--- config.mk ---
export PLATFORM = sky130hd
export DESIGN_NAME = trig_fabric
export DESIGN_NICKNAME = d
export VERILOG_FILES = /design/src/rtl/trig_fabric.sv
export SDC_FILE = /design/constraint.sdc
export NUM_CORES = 1
export LEC_CHECK = 0
export ABC_AREA = 1
export CAP_MARGIN = 25
export CORE_MARGIN = 2
export CORE_UTILIZATION = 48
export CTS_CLUSTER_DIAMETER = 200
export CTS_CLUSTER_SIZE = 30
export DETAILED_ROUTE_END_ITERATION = 10
export PLACE_DENSITY = 0.78
export SLEW_MARGIN = 20
export SYNTH_ARGS = -nofsm -noshare
export SYNTH_HDL_FRONTEND = slang
export SYNTH_SLANG_ARGS = --single-unit
--- constraint.sdc ---
create_clock -name clk -period 2.3 [get_ports clk]
set_clock_uncertainty 0.15 [all_clocks]
set_input_delay 0.345 -clock clk [delete_from_list [all_inputs] [get_ports clk]]
set_output_delay 0.345 -clock clk [all_outputs]
set_load 0.005 [all_outputs]
--- src/rtl/trig_fabric.sv ---
module trig_fabric #(
  parameter int NCH       = 3,
  parameter int IW        = 16,
  parameter int IN_MIN    = 2,
  parameter int OUT_LEN   = 3,
  parameter int CMD_TICKS = 16
) (
  input  logic              clk,
  input  logic              rst_n,
  input  logic              tick,
  input  logic [NCH-1:0]    ch_en,
  input  logic [NCH-1:0]    cmd_vld,
  input  logic [NCH*IW-1:0] cmd_word,
  input  logic              pin_in,
  output logic [NCH-1:0]    busy,
  output logic [NCH-1:0]    done,
  output logic              pin_pull
);
  localparam int NSRC = NCH + 1;
  localparam int EXT  = NCH;
  localparam int CW   = $clog2(CMD_TICKS + 1);
  localparam int OW   = $clog2(OUT_LEN + 1);
  localparam int LW   = $clog2(IN_MIN + 1);

  logic [NSRC-1:0] flags [NCH];
  logic [NSRC-1:0] wreq  [NCH];
  logic [NSRC-1:0] wsel  [NCH];
  logic [NSRC-1:0] ssel  [NCH];
  logic [NSRC-1:0] hset  [NCH];
  logic [CW-1:0]   cnt   [NCH];
  logic [NCH-1:0]  issue;
  logic            out_go;

  logic          s1, s2, pd1, pd2, self_mask, ext_hit, out_req;
  logic [LW-1:0] lowcnt;
  logic [OW-1:0] out_cnt;

  assign self_mask = pin_pull | pd1 | pd2;
  assign ext_hit   = tick & ~s2 & ~self_mask & (lowcnt == LW'(IN_MIN - 1));
  assign pin_pull  = (out_cnt != '0);

  always_comb begin
    out_go = 1'b0;
    for (int c = 0; c < NCH; c++) begin
      wsel[c]  = {cmd_word[c*IW+12], cmd_word[c*IW+7 +: NCH]};
      ssel[c]  = {cmd_word[c*IW+6],  cmd_word[c*IW+1 +: NCH]};
      issue[c] = cmd_vld[c] & ch_en[c] & ~busy[c] & (cmd_word[c*IW+13 +: 3] == 3'b111);
      done[c]  = busy[c] & (cnt[c] == CW'(CMD_TICKS)) & ((flags[c] & wreq[c]) == wreq[c]);
      out_go   = out_go | (issue[c] & ssel[c][EXT]);
    end
    for (int t = 0; t < NCH; t++) begin
      hset[t][EXT] = ext_hit;
      for (int s = 0; s < NCH; s++) hset[t][s] = issue[s] & ssel[s][t];
    end
  end

  always_ff @(posedge clk) begin
    for (int c = 0; c < NCH; c++) begin
      if (!rst_n || !ch_en[c]) begin
        flags[c] <= '0;
        wreq[c]  <= '0;
        cnt[c]   <= '0;
        busy[c]  <= 1'b0;
      end else begin
        flags[c] <= (flags[c] & ~(done[c] ? wreq[c] : '0)) | hset[c];
        if (issue[c]) begin
          busy[c] <= 1'b1;
          cnt[c]  <= '0;
          wreq[c] <= wsel[c];
        end else if (done[c]) begin
          busy[c] <= 1'b0;
        end else if (busy[c] && tick && cnt[c] != CW'(CMD_TICKS)) begin
          cnt[c] <= cnt[c] + 1'b1;
        end
      end
    end
  end

  always_ff @(posedge clk) begin
    if (!rst_n) begin
      s1 <= 1'b1; s2 <= 1'b1; pd1 <= 1'b0; pd2 <= 1'b0;
      lowcnt <= '0; out_cnt <= '0; out_req <= 1'b0;
    end else begin
      s1  <= pin_in;
      s2  <= s1;
      pd1 <= pin_pull;
      pd2 <= pd1;
      if (s2 || self_mask) lowcnt <= '0;
      else if (tick && lowcnt != LW'(IN_MIN)) lowcnt <= lowcnt + 1'b1;
      if (tick && out_cnt != '0) out_cnt <= out_cnt - 1'b1;
      else if (tick && out_req) begin
        out_cnt <= OW'(OUT_LEN);
        out_req <= 1'b0;
      end
      if (out_go) out_req <= 1'b1;
    end
  end

  AST_PULL_EDGE_ON_TICK: assert property (@(posedge clk) disable iff (!rst_n)
    ($rose(pin_pull) || $fell(pin_pull)) |-> $past(tick));
  AST_HIT_SINGLE: assert property (@(posedge clk) disable iff (!rst_n)
    ext_hit |=> !ext_hit);

  for (genvar g = 0; g < NCH; g++) begin : g_chk
    AST_NO_SELF_TRIGGER: assert property (@(posedge clk) disable iff (!rst_n)
      $rose(flags[g][EXT]) |-> !$past(pin_pull));
    AST_DISABLE_CLEARS: assert property (@(posedge clk) disable iff (!rst_n)
      !ch_en[g] |=> (flags[g] == '0 && !busy[g]));
    AST_RELEASE_ONLY_DONE: assert property (@(posedge clk) disable iff (!rst_n)
      ($fell(busy[g]) && $past(ch_en[g])) |-> $past(done[g]));
  end
endmodule

### Word-level counts from Yosys, hierarchy flattened

Memories as Yosys holds them, arrays and structs flattened.
Cells that the tools add are included.

* flip-flop bits (word level): 12
* bits in writable memories: 39
* output and inout bits: 7
* logic and storage cells: 181
* memories kept: 3

* add/sub/neg operators: 5
* equality and inequality tests: 15
* muxes and demuxes: 59
* bitwise gates (word level): 64
* reduce and logical (&&, ||, !) cells: 25

Memories
* cnt: depth 3, width 5, rd ports 3, clocked after Yosys merged registers in 0, wr ports 3, RTL line 30 `logic [CW-1:0] cnt [NCH];`
* flags: depth 3, width 4, rd ports 3, clocked after Yosys merged registers in 0, wr ports 3, RTL line 25 `logic [NSRC-1:0] flags [NCH];`
* wreq: depth 3, width 4, rd ports 3, clocked after Yosys merged registers in 0, wr ports 3, RTL line 26 `logic [NSRC-1:0] wreq [NCH];`

Operators with widths (count)
* $mux 1: 42
* $mux 4: 9
* $and 1x1->1: 30
* $mux 5: 6
* $and 4x4->4: 6
* $or 1x1->1: 16
* $add 5x1->5 const B: 3
* $eq 5x5->1 const B: 3
* $ne 5x5->1 const B: 3
* $eq 4x4->1: 3
* $not 4->4: 3
* $or 4x4->4: 3
* $reduce_bool 2->1: 6
* $eq 3x3->1 const B: 3
* $logic_and 1x1->1: 9
* $not 1->1: 6
* $logic_not 1->1: 4
* $logic_or 1x1->1: 4
* $mux 2: 2
* $ne 2x2->1 const B: 2
* $add 2x1->2 const B: 1
* $eq 2x1->1 const B: 1
* $reduce_and 2->1: 1
* $reduce_or 2->1: 1
* $sub 2x1->2 const B: 1

### Depth between registers and ports, before layout

Gate-level depths: netlist of the first run.

* word-level depth: 8
* gate-level depth with buffers: 9
* gate-level depth less buffers: 9

### Worst setup path after synthesis of the first run

Ideal clock, no wire load.

* kind: reg2out
* from: mem cnt[2][0] in the netlist's numbering
* to: out done[2]
* data arrival time: 1.110 ns
* setup slack: 0.695 ns
* stages on the path, launching flop included: 9
* buffers on the path: 0
* cell sequence: edfxtp_1 > inv_1 > ha_1 > nand2_1 > inv_1 > nand2_1 > nor2_1 > nand2_1 > inv_1

RTL lines
* from (decl): RTL line 30
* to (decl): RTL line 16 `output logic [NCH-1:0] done,`

==> summary.md, run 1 <==
| Metric | Value |
|---|---|
| Outcome | `finished clean` |
| CTS sink cnt | `51` |
| Met2 Usage GRT | `0.366` |
| Die width | `75.6 um` |
| Busiest layer in global routing | `met2` |
| Hold path startpoint | `s1` |
| Clk_lat worst skew | `0.30 ns` |
| Syn-to-layout area delta | `37.7%` |
| Reg2reg start | `cnt[0][1]` |
| Initial core utilization | `0.488` |
| Met3 Usage GRT | `0.0489` |
| Biggest area consumer among synthesized cells | `edfxtp_1` |
| CTS Buffer Depth | `2` |
| Die area | `5720 um2` |
| Crit Path Category | `reg2reg` |
| Filler instances | `421` |
| Pleak | `1.52 nW` |
| Yosys Warn Count | `0` |
| Clock Tree Root | `clkbuf_8` |
| Row count | `26` |
| CTS tree | `done` |
| Max-slew violation count | `0` |
| Total GRT Usage | `0.203` |
| CTS H-tree depth | `2` |
| Layout cells sized above 1 | `0.120` |
| Commonest non-fill, non-tap cell in the layout | `nand2_1` |
| CTS buffer count | `5` |
| Setup_tns | `0 ns` |
| First-pass GRT wire length | `8640 um` |
| Port bufs | `49` |
| Mapped cell area | `2460 um2` |
| Pwr dens | `552 nW/um2` |
| Syn_area_per_cell | `7.99 um2` |
| Critical Path RT | `2.35 ns` |
| # Max-Cap Violations | `0` |
| DRT Pass-1 Iters | `5` |
| Yosys cell types | `17` |
| Layout Utilization | `0.672` |
| Die Y | `75.6 um` |
| Peak VDD IR | `456 uV` |
| Final setup viols | `0` |
| I/O Pins | `65` |
| Pin count of the biggest net entering global routing | `16` |
| Vias in the first global route | `2,118` |
| Slew Limit Headroom | `0.749` |
| Clk pin slew, worst setup/hold paths | `0.09 ns` |
| Routed wire length | `5270 um` |
| Unrepaired setup endpoints after global routing | `false` |
| Synth top area cells | `edfxtp_1 (33%), dfxtp_1 (20%), nand2_1 (11%)` |
| CP max FO | `2` |
| Initial DRC count | `94` |
| Synth Register Bits | `51` |
| Syn nets | `375` |
| Post-route ant nets | `0` |
| Diodes inserted | `0` |
| Hold Vio Cnt, Final | `0` |
| Hold WC Path Type | `reg2reg` |
| Register area share after synthesis | `0.524` |
| CP Capture Type | `flop` |
| Post-DR vias/cell | `4.62` |
| Core ar. | `5040 um2` |
| Tcrit/Tclk final | `0.935` |
| Grt ovf | `0` |
| Crit path time final | `2.15 ns` |
| Final GP Congestion | `0.900` |
| Most frequent cells in the layout | `nand2_1 (66), inv_1 (60), nor2_1 (52), clkdlybuf4s50_1 (46)` |
| WL/cell | `11.4 um` |
| Mapped Cells | `308` |
| Critical path launch point type | `flop` |
| Nets | `458` |
| WP data arrival | `2.20 ns` |
| Max Fclk | `0.465 GHz` |
| CP startpoint | `cnt[0][1]` |
| Via count | `2,135` |
| Initial antenna violation count | `0` |
| DRC violations left | `0` |
| Yosys top cell area share | `0.329` |
| Global Route met1 Usage | `0.234` |
| Post-detail-place hpwl | `3990 um` |
| Measured slew at the worst slew-check pin | `0.375 ns` |
[power by group]
group          switching (mW)  internal, mW  total, mW  leakage, nW
Sequential             0.0215         0.992       1.01        0.493
Clock                   0.287         0.352      0.639       0.0612
Combinational          0.0981         0.120      0.219        0.963
Total                   0.406          1.46       1.87         1.52
[Yosys cell counts, drive strengths merged]
master	instances
a21oi	10
xnor2	3
nand2	69
or2	4
inv	62
nand3	27
a31oi	2
xor2	7
ha	9
nand4	4
edfxtp	27
nor2	55
nor3	1
o21ai	4
dfxtp	24
[timing repair]
action,4_1_cts,5_1_grt
pin swaps,3,2
resized for setup,5,10
hold buffers,0,0
setup buffers,14,1
hold endpoints to repair,0,0
setup endpoints to repair,3,2
[final timing paths]
kind	endpoint	slack [ns]	cells after the start
worst min register to register	s2	0.27	1
worst max-delay path	busy[0]	0.15	16
worst max register to register	busy[0]	0.15	16
worst min-delay path	s2	0.27	1
[kinds of logic after synthesis]
| kind of cell | count (synthesis) | share of synthesized area |
|---|---|---|
| simple gates | 160 | 0.266 |
| buf+inv | 62 | 0.0945 |
| flops | 51 | 0.524 |
| compound gates | 16 | 0.0335 |
| xor+xnor | 10 | 0.0356 |
| fa+ha+maj | 9 | 0.0457 |
[metrics by stage]
| stage | total power [mW] | instances | hold slack, ns | instance area (um2) | setup WS, ns |
|---|---|---|---|---|---|
| after global placement | 1.23 | 440 | 0.245 | 3140 | 0.212 |
| after CTS | 1.88 | 462 | 0.270 | 3360 | 0.0204 |
| final | 1.87 | 462 | 0.269 | 3390 | 0.150 |
| after floorplan | 1.12 | 308 | 0.243 | 2460 | 0.695 |
| after global routing | 1.95 | 462 | 0.281 | 3390 | 0.0328 |
| after detailed placement | 1.24 | 440 | 0.250 | 3140 | 0.187 |
[worst max-delay path: stages, from the launching register on]
cell and delay (ns):
edfxtp_1 0.41, inv_2 0.09, ha_4 0.13, nand2_2 0.04
inv_2 0.04, nand2_2 0.05, nor2_2 0.11, nand2_1 0.07
buf_4 0.13, buf_4 0.12, buf_4 0.12, buf_4 0.12
buf_4 0.12, buf_4 0.12, buf_4 0.13, nand3_2 0.05
nand2_1 0.05
[layer usage]
metal	share of wire	routed length (um)	vias to the layer above
met1	0.42	2210	971
li1	-	-	1116
met5	0	0	-
met3	0.037	195	9
met2	0.52	2760	39
met4	0.020	106	0
[registers in the layout (all words and copies together) (netlist names)]
name / cells
wreq: 12
flags: 12
s2: 1
s1: 1
pd1: 1
out_cnt: 2
lowcnt: 2
cnt: 15
busy: 3
out_req: 1
pd2: 1
[layout make-up]
type / instances / area (um2) / area share
clock inverter: 2 / 35.0 / 0.0103
sequential: 51 / 1290 / 0.381
tap: 70 / 87.6 / 0.0258
clock buffer: 6 / 82.6 / 0.0244
timing repair buffer: 76 / 691 / 0.204
multi-input combinational: 195 / 971 / 0.286
inverter: 62 / 233 / 0.0686
Power figures use the tool's default switching activity.
==> inputs of run 2 (changes only) <==
--- a/config.mk
+++ b/config.mk
@@ -13,6 +13,7 @@
 export CTS_CLUSTER_SIZE = 30
 export DETAILED_ROUTE_END_ITERATION = 10
 export PLACE_DENSITY = 0.78
+export SKIP_CTS_REPAIR_TIMING = 1
 export SLEW_MARGIN = 20
 export SYNTH_ARGS = -nofsm -noshare
 export SYNTH_HDL_FRONTEND = slang
==> constraint.sdc (replaced) <==
create_clock -name clk -period 2.3 [get_ports clk]
set_clock_uncertainty 0.15 [all_clocks]
set_input_delay 0.345 -clock clk [delete_from_list [all_inputs] [get_ports clk]]
set_output_delay 0.345 -clock clk [all_outputs]
set_load 0.05 [all_outputs]
==> summary.md, run 2 (same netlist as run 1, synthesis figures left out) <==
| Metric | Value |
|---|---|
| Slew Limit Headroom | `0.666 (was 0.749)` |
| Initial antenna violation count | `0 (unchanged)` |
| Final GP Congestion | `0.850 (was 0.900)` |
| CTS buffer count | `5 (unchanged)` |
| CP max FO | `4 (was 2)` |
| DRC violations left | `0 (unchanged)` |
| Nets | `445 (was 458)` |
| Reg power frac | `0.588 (was 0.542)` |
| Measured slew at the worst slew-check pin | `0.499 ns (was 0.375 ns)` |
| Dpl ws | `0.149 ns (was 0.187 ns)` |
| Post-DR vias/cell | `4.60 (was 4.62)` |
| Clock Tree Root | `clkbuf_8 (unchanged)` |
| CTS Buffer Depth | `2 (unchanged)` |
| Max-slew violation count | `0 (unchanged)` |
| Most frequent cells in the layout | `nand2_1 (69), inv_1 (62), nor2_1 (52), clkdlybuf4s50_1 (45) (was nand2_1 (66), inv_1 (60), nor2_1 (52), clkdlybuf4s50_1 (46))` |
| R2r setup slk | `0.62 ns (was 0.15 ns)` |
| Die width | `75.6 um (unchanged)` |
| Die Y | `75.6 um (unchanged)` |
| Largest register FFs | `15 (unchanged)` |
| WHS Endpoint | `s2 (unchanged)` |
| Cells on worst reg2reg path | `7 (was 16)` |
| Clk_lat worst skew | `0.30 ns (about the same)` |
| Tcrit/Tclk final | `0.933 (was 0.935)` |
| CTS tree | `done (unchanged)` |
| Max Fclk | `0.466 GHz (was 0.465 GHz)` |
| Routed wire length | `4820 um (was 5270 um)` |
| Total GRT Usage | `0.187 (was 0.203)` |
| CP Capture Type | `output pin (was flop)` |
| Layout cells sized above 1 | `0.0739 (was 0.120)` |
| Crit Path Category | `reg2out (was reg2reg)` |
| Largest registers | `cnt x15, flags x12, wreq x12 (unchanged)` |
| Peak VDD IR | `303 uV (was 456 uV)` |
| Pwr dens | `527 nW/um2 (was 552 nW/um2)` |
| P_int | `1.32 mW (was 1.46 mW)` |
| PnR worst setup slack | `0.153 ns (was 0.150 ns)` |
| Crit path time final | `2.15 ns (about the same)` |
| # Max-Cap Violations | `0 (unchanged)` |
| Hold Path Cell Cnt | `1 (unchanged)` |
| Reg2reg start | `cnt[0][0] (was cnt[0][1])` |
| Row count | `26 (unchanged)` |
| Die area | `5720 um2 (unchanged)` |
| Clock power frac | `0.282 (was 0.341)` |
| First-pass GRT wire length | `7960 um (was 8640 um)` |
| Hold Vio Cnt, Final | `0 (unchanged)` |
| Grt ovf | `0 (unchanged)` |
| Via count | `2,064 (was 2,135)` |
| Outcome | `finished clean (unchanged)` |
| Initial core utilization | `0.488 (unchanged)` |
| R2r endpoint | `cnt[0][1] (was busy[0])` |
| Hold Worst Slack | `0.269 ns (about the same)` |
| Setup_tns | `0 ns (unchanged)` |
| Syn-to-layout area delta | `32.8% (was 37.7%)` |
| Switch share | `0.233 (was 0.217)` |
| Clk pin slew, worst setup/hold paths | `0.08 ns (was 0.09 ns)` |
| Initial DRC count | `81 (was 94)` |
| Placed Area | `3110 um2 (was 3140 um2)` |
| Pin count of the biggest net entering global routing | `15 (was 16)` |
| Final setup viols | `0 (unchanged)` |
| Final Cell Area | `3270 um2 (was 3390 um2)` |
| Unrepaired setup endpoints after global routing | `false (unchanged)` |
| Port bufs | `49 (unchanged)` |
| CTS H-tree depth | `2 (unchanged)` |
| Diodes inserted | `0 (unchanged)` |
| Pleak | `1.44 nW (was 1.52 nW)` |
| CTS sink cnt | `51 (unchanged)` |
| Critical Path RT | `1.80 ns (was 2.35 ns)` |
| Post-detail-place hpwl | `3840 um (was 3990 um)` |
| WP data arrival | `1.65 ns (was 2.20 ns)` |
| Filler instances | `446 (was 421)` |
| Most flops, register | `cnt (unchanged)` |
| DRT Pass-1 Iters | `4 (was 5)` |
| Post-route ant nets | `0 (unchanged)` |
| Commonest non-fill, non-tap cell in the layout | `nand2_1 (unchanged)` |
| Vias in the first global route | `1,959 (was 2,118)` |
| Hold path startpoint | `s1 (unchanged)` |
| Core ar. | `5040 um2 (unchanged)` |
| Gate power share | `0.131 (was 0.117)` |
| Hold WC Path Type | `reg2reg (unchanged)` |
| I/O Pins | `65 (unchanged)` |
| Critical path launch point type | `flop (unchanged)` |
| Psw | `0.401 mW (was 0.406 mW)` |
| WL/cell | `10.7 um (was 11.4 um)` |
==> run 2: changes by cell type in the layout (fill, tap and decap cells not counted), sizes merged <==
cell and change:
buf -9, clkbuf +2, clkdlybuf4s15 -1, clkdlybuf4s50 -1
clkinv -1, dlygate4sd2 -2, bufinv -1
==> run 2: worst max-delay path, stage by stage, from the launching register on <==
cell	delay [ns]
edfxtp_1	0.43
inv_1	0.08
ha_1	0.14
nand2_1	0.05
inv_1	0.05
nand2_1	0.08
nor2_2	0.15
nand2_1	0.12
inv_1	0.12
buf_12	0.14
==> run 2: power by group through the flow <==
stage	clock network, mW	logic, mW	registers, mW
floorplan	0	0.103	1.03
global placement	0	0.210	1.03
global route	0.529	0.252	1.02
finish	0.486	0.225	1.01
detailed placement	0	0.214	1.04
CTS	0.501	0.215	1.01
==> run 2: metal layers <==
metal | wire length, um | vias to the layer above | track usage
met1 | 2170 | 925 | 0.219
met3 | 195 | 9 | 0.0463
met4 | 96 | 0 | 0.0760
met2 | 2360 | 40 | 0.328
li1 | - | 1090 | -
met5 | 0 | - | 0
==> run 2: worst max-delay path by stage <==
| stage | from | slack (ns) | endpoint | depth (start not counted) |
|---|---|---|---|---|
| after global placement | rst_n | 0.18 | cnt[1][0] | 5 |
| final | cnt[1][0] | 0.15 | done[1] | 9 |
| after CTS | cnt[0][0] | -0.04 | done[0] | 9 |
| after global routing | cnt[1][0] | 0.007 | done[1] | 9 |
| after floorplan | busy[0] | 0.42 | done[0] | 4 |
| after detailed placement | rst_n | 0.15 | cnt[1][1] | 5 |
==> run 2: metrics by stage <==
step           instances   util  total power [mW]
2_1_floorplan        308      -              1.13
3_3_place_gp         433  0.617              1.24
3_5_place_dp         433  0.617              1.25
4_1_cts              441  0.633              1.73
5_1_grt              449  0.649              1.80
6_report             449  0.649              1.73
==> run 2: layout make-up <==
type | instances | area, um2 | share of cell area
clock buffers | 8 | 80.1 | 0.0245
repair buffers | 63 | 623 | 0.191
multi-input cells | 195 | 956 | 0.292
inverters | 62 | 233 | 0.0712
well taps | 70 | 87.6 | 0.0268
flip-flops and latches | 51 | 1290 | 0.395
==> inputs of run 3 (changes only) <==
--- a/config.mk
+++ b/config.mk
@@ -13,6 +13,7 @@
 export CTS_CLUSTER_SIZE = 30
 export DETAILED_ROUTE_END_ITERATION = 10
 export PLACE_DENSITY = 0.78
+export SETUP_SLACK_MARGIN = 0.02
 export SKIP_CTS_REPAIR_TIMING = 1
 export SLEW_MARGIN = 20
 export SYNTH_ARGS = -nofsm -noshare
==> summary.md, run 3 (same netlist as run 1, synthesis figures left out) <==
| Metric | Value |
|---|---|
| Outcome | `finished clean (unchanged)` |
| Peak VDD IR | `303 uV (about the same)` |
| DRC violations left | `0 (unchanged)` |
| DRT Pass-1 Iters | `4 (unchanged)` |
| Pin count of the biggest net entering global routing | `15 (unchanged)` |
| Initial DRC count | `63 (was 81)` |
| Register Area | `1290 um2 (unchanged)` |
| Post-DR vias/cell | `4.59 (was 4.60)` |
| Diodes inserted | `0 (unchanged)` |
| Port bufs | `49 (unchanged)` |
| Largest registers | `cnt x15, flags x12, wreq x12 (unchanged)` |
| Crit path time final | `2.16 ns (was 2.15 ns)` |
| Max Fclk | `0.463 GHz (was 0.466 GHz)` |
| Tcrit/Tclk final | `0.939 (was 0.933)` |
| CTS sink cnt | `51 (unchanged)` |
| Routed wire length | `4860 um (was 4820 um)` |
| Initial core utilization | `0.488 (unchanged)` |
| Dpl ws | `0.149 ns (unchanged)` |
| Hold Vio Cnt, Final | `0 (unchanged)` |
| CTS buffer count | `5 (unchanged)` |
| PnR worst setup slack | `0.140 ns (was 0.153 ns)` |
| Nets | `446 (was 445)` |
| WP data arrival | `1.67 ns (was 1.65 ns)` |
| Hold WC Path Type | `reg2reg (unchanged)` |
| Multi-input combinational cell area | `956 um2 (unchanged)` |
| Clock Tree Root | `clkbuf_8 (unchanged)` |
| Initial antenna violation count | `0 (unchanged)` |
| WHS Endpoint | `s2 (unchanged)` |
| Total GRT Usage | `0.187 (unchanged)` |
| Total power | `1.73 mW (about the same)` |
| Commonest non-fill, non-tap cell in the layout | `nand2_1 (unchanged)` |
| Grt ovf | `0 (unchanged)` |
| Hold path startpoint | `s1 (unchanged)` |
| Layout Utilization | `0.650 (was 0.649)` |
| CTS H-tree depth | `2 (unchanged)` |
| Via count | `2,065 (was 2,064)` |
| First-pass GRT wire length | `7960 um (unchanged)` |
| Layout cells sized above 1 | `0.0763 (was 0.0739)` |
| Clk pin slew, worst setup/hold paths | `0.08 ns (about the same)` |
| Post-route ant nets | `0 (unchanged)` |
| Final GP Congestion | `0.850 (unchanged)` |
| Measured slew at the worst slew-check pin | `0.499 ns (about the same)` |
| Hold Worst Slack | `0.269 ns (about the same)` |
| Pleak | `1.45 nW (was 1.44 nW)` |
| Unrepaired setup endpoints after global routing | `false (unchanged)` |
| CTS Buffer Depth | `2 (unchanged)` |
| Largest register FFs | `15 (unchanged)` |
| Pwr dens | `527 nW/um2 (about the same)` |
| Final setup viols | `0 (unchanged)` |
| Cells on worst reg2reg path | `7 (unchanged)` |
| Die area | `5720 um2 (unchanged)` |
| Vias in the first global route | `1,959 (unchanged)` |
| Crit Path Category | `reg2out (unchanged)` |
| WL/cell | `10.8 um (was 10.7 um)` |
| Clk_lat worst skew | `0.30 ns (about the same)` |
| Die Y | `75.6 um (unchanged)` |
| I/O Pins | `65 (unchanged)` |
| Most frequent cells in the layout | `nand2_1 (69), inv_1 (62), nor2_1 (52), clkdlybuf4s50_1 (45) (unchanged)` |
| Max-slew violation count | `0 (unchanged)` |
| R2r endpoint | `cnt[0][1] (unchanged)` |
| Post-detail-place hpwl | `3840 um (unchanged)` |
| CP max FO | `4 (unchanged)` |
| CTS tree | `done (unchanged)` |
| R2r setup slk | `0.62 ns (about the same)` |
| Critical path launch point type | `flop (unchanged)` |
| Filler instances | `447 (was 446)` |
| Reg2reg start | `cnt[0][0] (unchanged)` |
| Die width | `75.6 um (unchanged)` |
| Fin cells | `450 (was 449)` |
| Core ar. | `5040 um2 (unchanged)` |
| Hold Path Cell Cnt | `1 (unchanged)` |
| Row count | `26 (unchanged)` |
| # Max-Cap Violations | `0 (unchanged)` |
| Syn-to-layout area delta | `33.1% (was 32.8%)` |
| Most flops, register | `cnt (unchanged)` |
| Slew Limit Headroom | `0.666 (about the same)` |
| Critical Path RT | `1.80 ns (about the same)` |
| Placed Instances | `433 (unchanged)` |
| CP Capture Type | `output pin (unchanged)` |
## run 3: critical path, cell delays in order (launching register included)
cell      delay [ns]
edfxtp_1        0.43
inv_1           0.08
ha_1            0.14
nand2_1         0.05
inv_1           0.05
nand2_1         0.08
nor2_2          0.16
nand2_1         0.12
inv_1           0.12
buf_12          0.14
## run 3: final cells by class
type	count	area share
Sequential cell	51	0.394
Tap cell	70	0.0267
Inverter	62	0.0710
Clock buffer	8	0.0244
Timing Repair Buffer	64	0.192
Multi-Input combinational cell	195	0.292
## run 3: stage by stage
step | area [um2] | TNS, ns
after floorplan | 2460 | 0
after global placement | 3110 | 0
after detailed placement | 3110 | 0
after CTS | 3190 | -0.0362
after global routing | 3280 | 0
final | 3280 | 0
## run 3: how the worst max path moves through the flow
stage	start	to	slack, ns	cells after the start
floorplan	busy[0]	done[0]	0.42	4
global placement	rst_n	cnt[1][0]	0.18	5
detailed placement	rst_n	cnt[1][1]	0.15	5
CTS	cnt[0][0]	done[0]	-0.04	9
global route	cnt[1][0]	done[1]	0.004	9
finish	cnt[1][0]	done[1]	0.14	9
## run 3: power by group
part | internal [mW] | switching (mW) | total, mW
registers | 0.992 | 0.0216 | 1.01
logic | 0.116 | 0.110 | 0.226
clock network | 0.217 | 0.270 | 0.486
total | 1.32 | 0.402 | 1.73
## run 3: per-layer routing
| layer | vias to the layer above | track usage | part of all wire |
|---|---|---|---|
| met5 | - | 0 | 0 |
| li1 | 1092 | - | - |
| met1 | 924 | 0.219 | 0.44 |
| met4 | 0 | 0.0760 | 0.014 |
| met2 | 42 | 0.328 | 0.50 |
| met3 | 7 | 0.0463 | 0.040 |
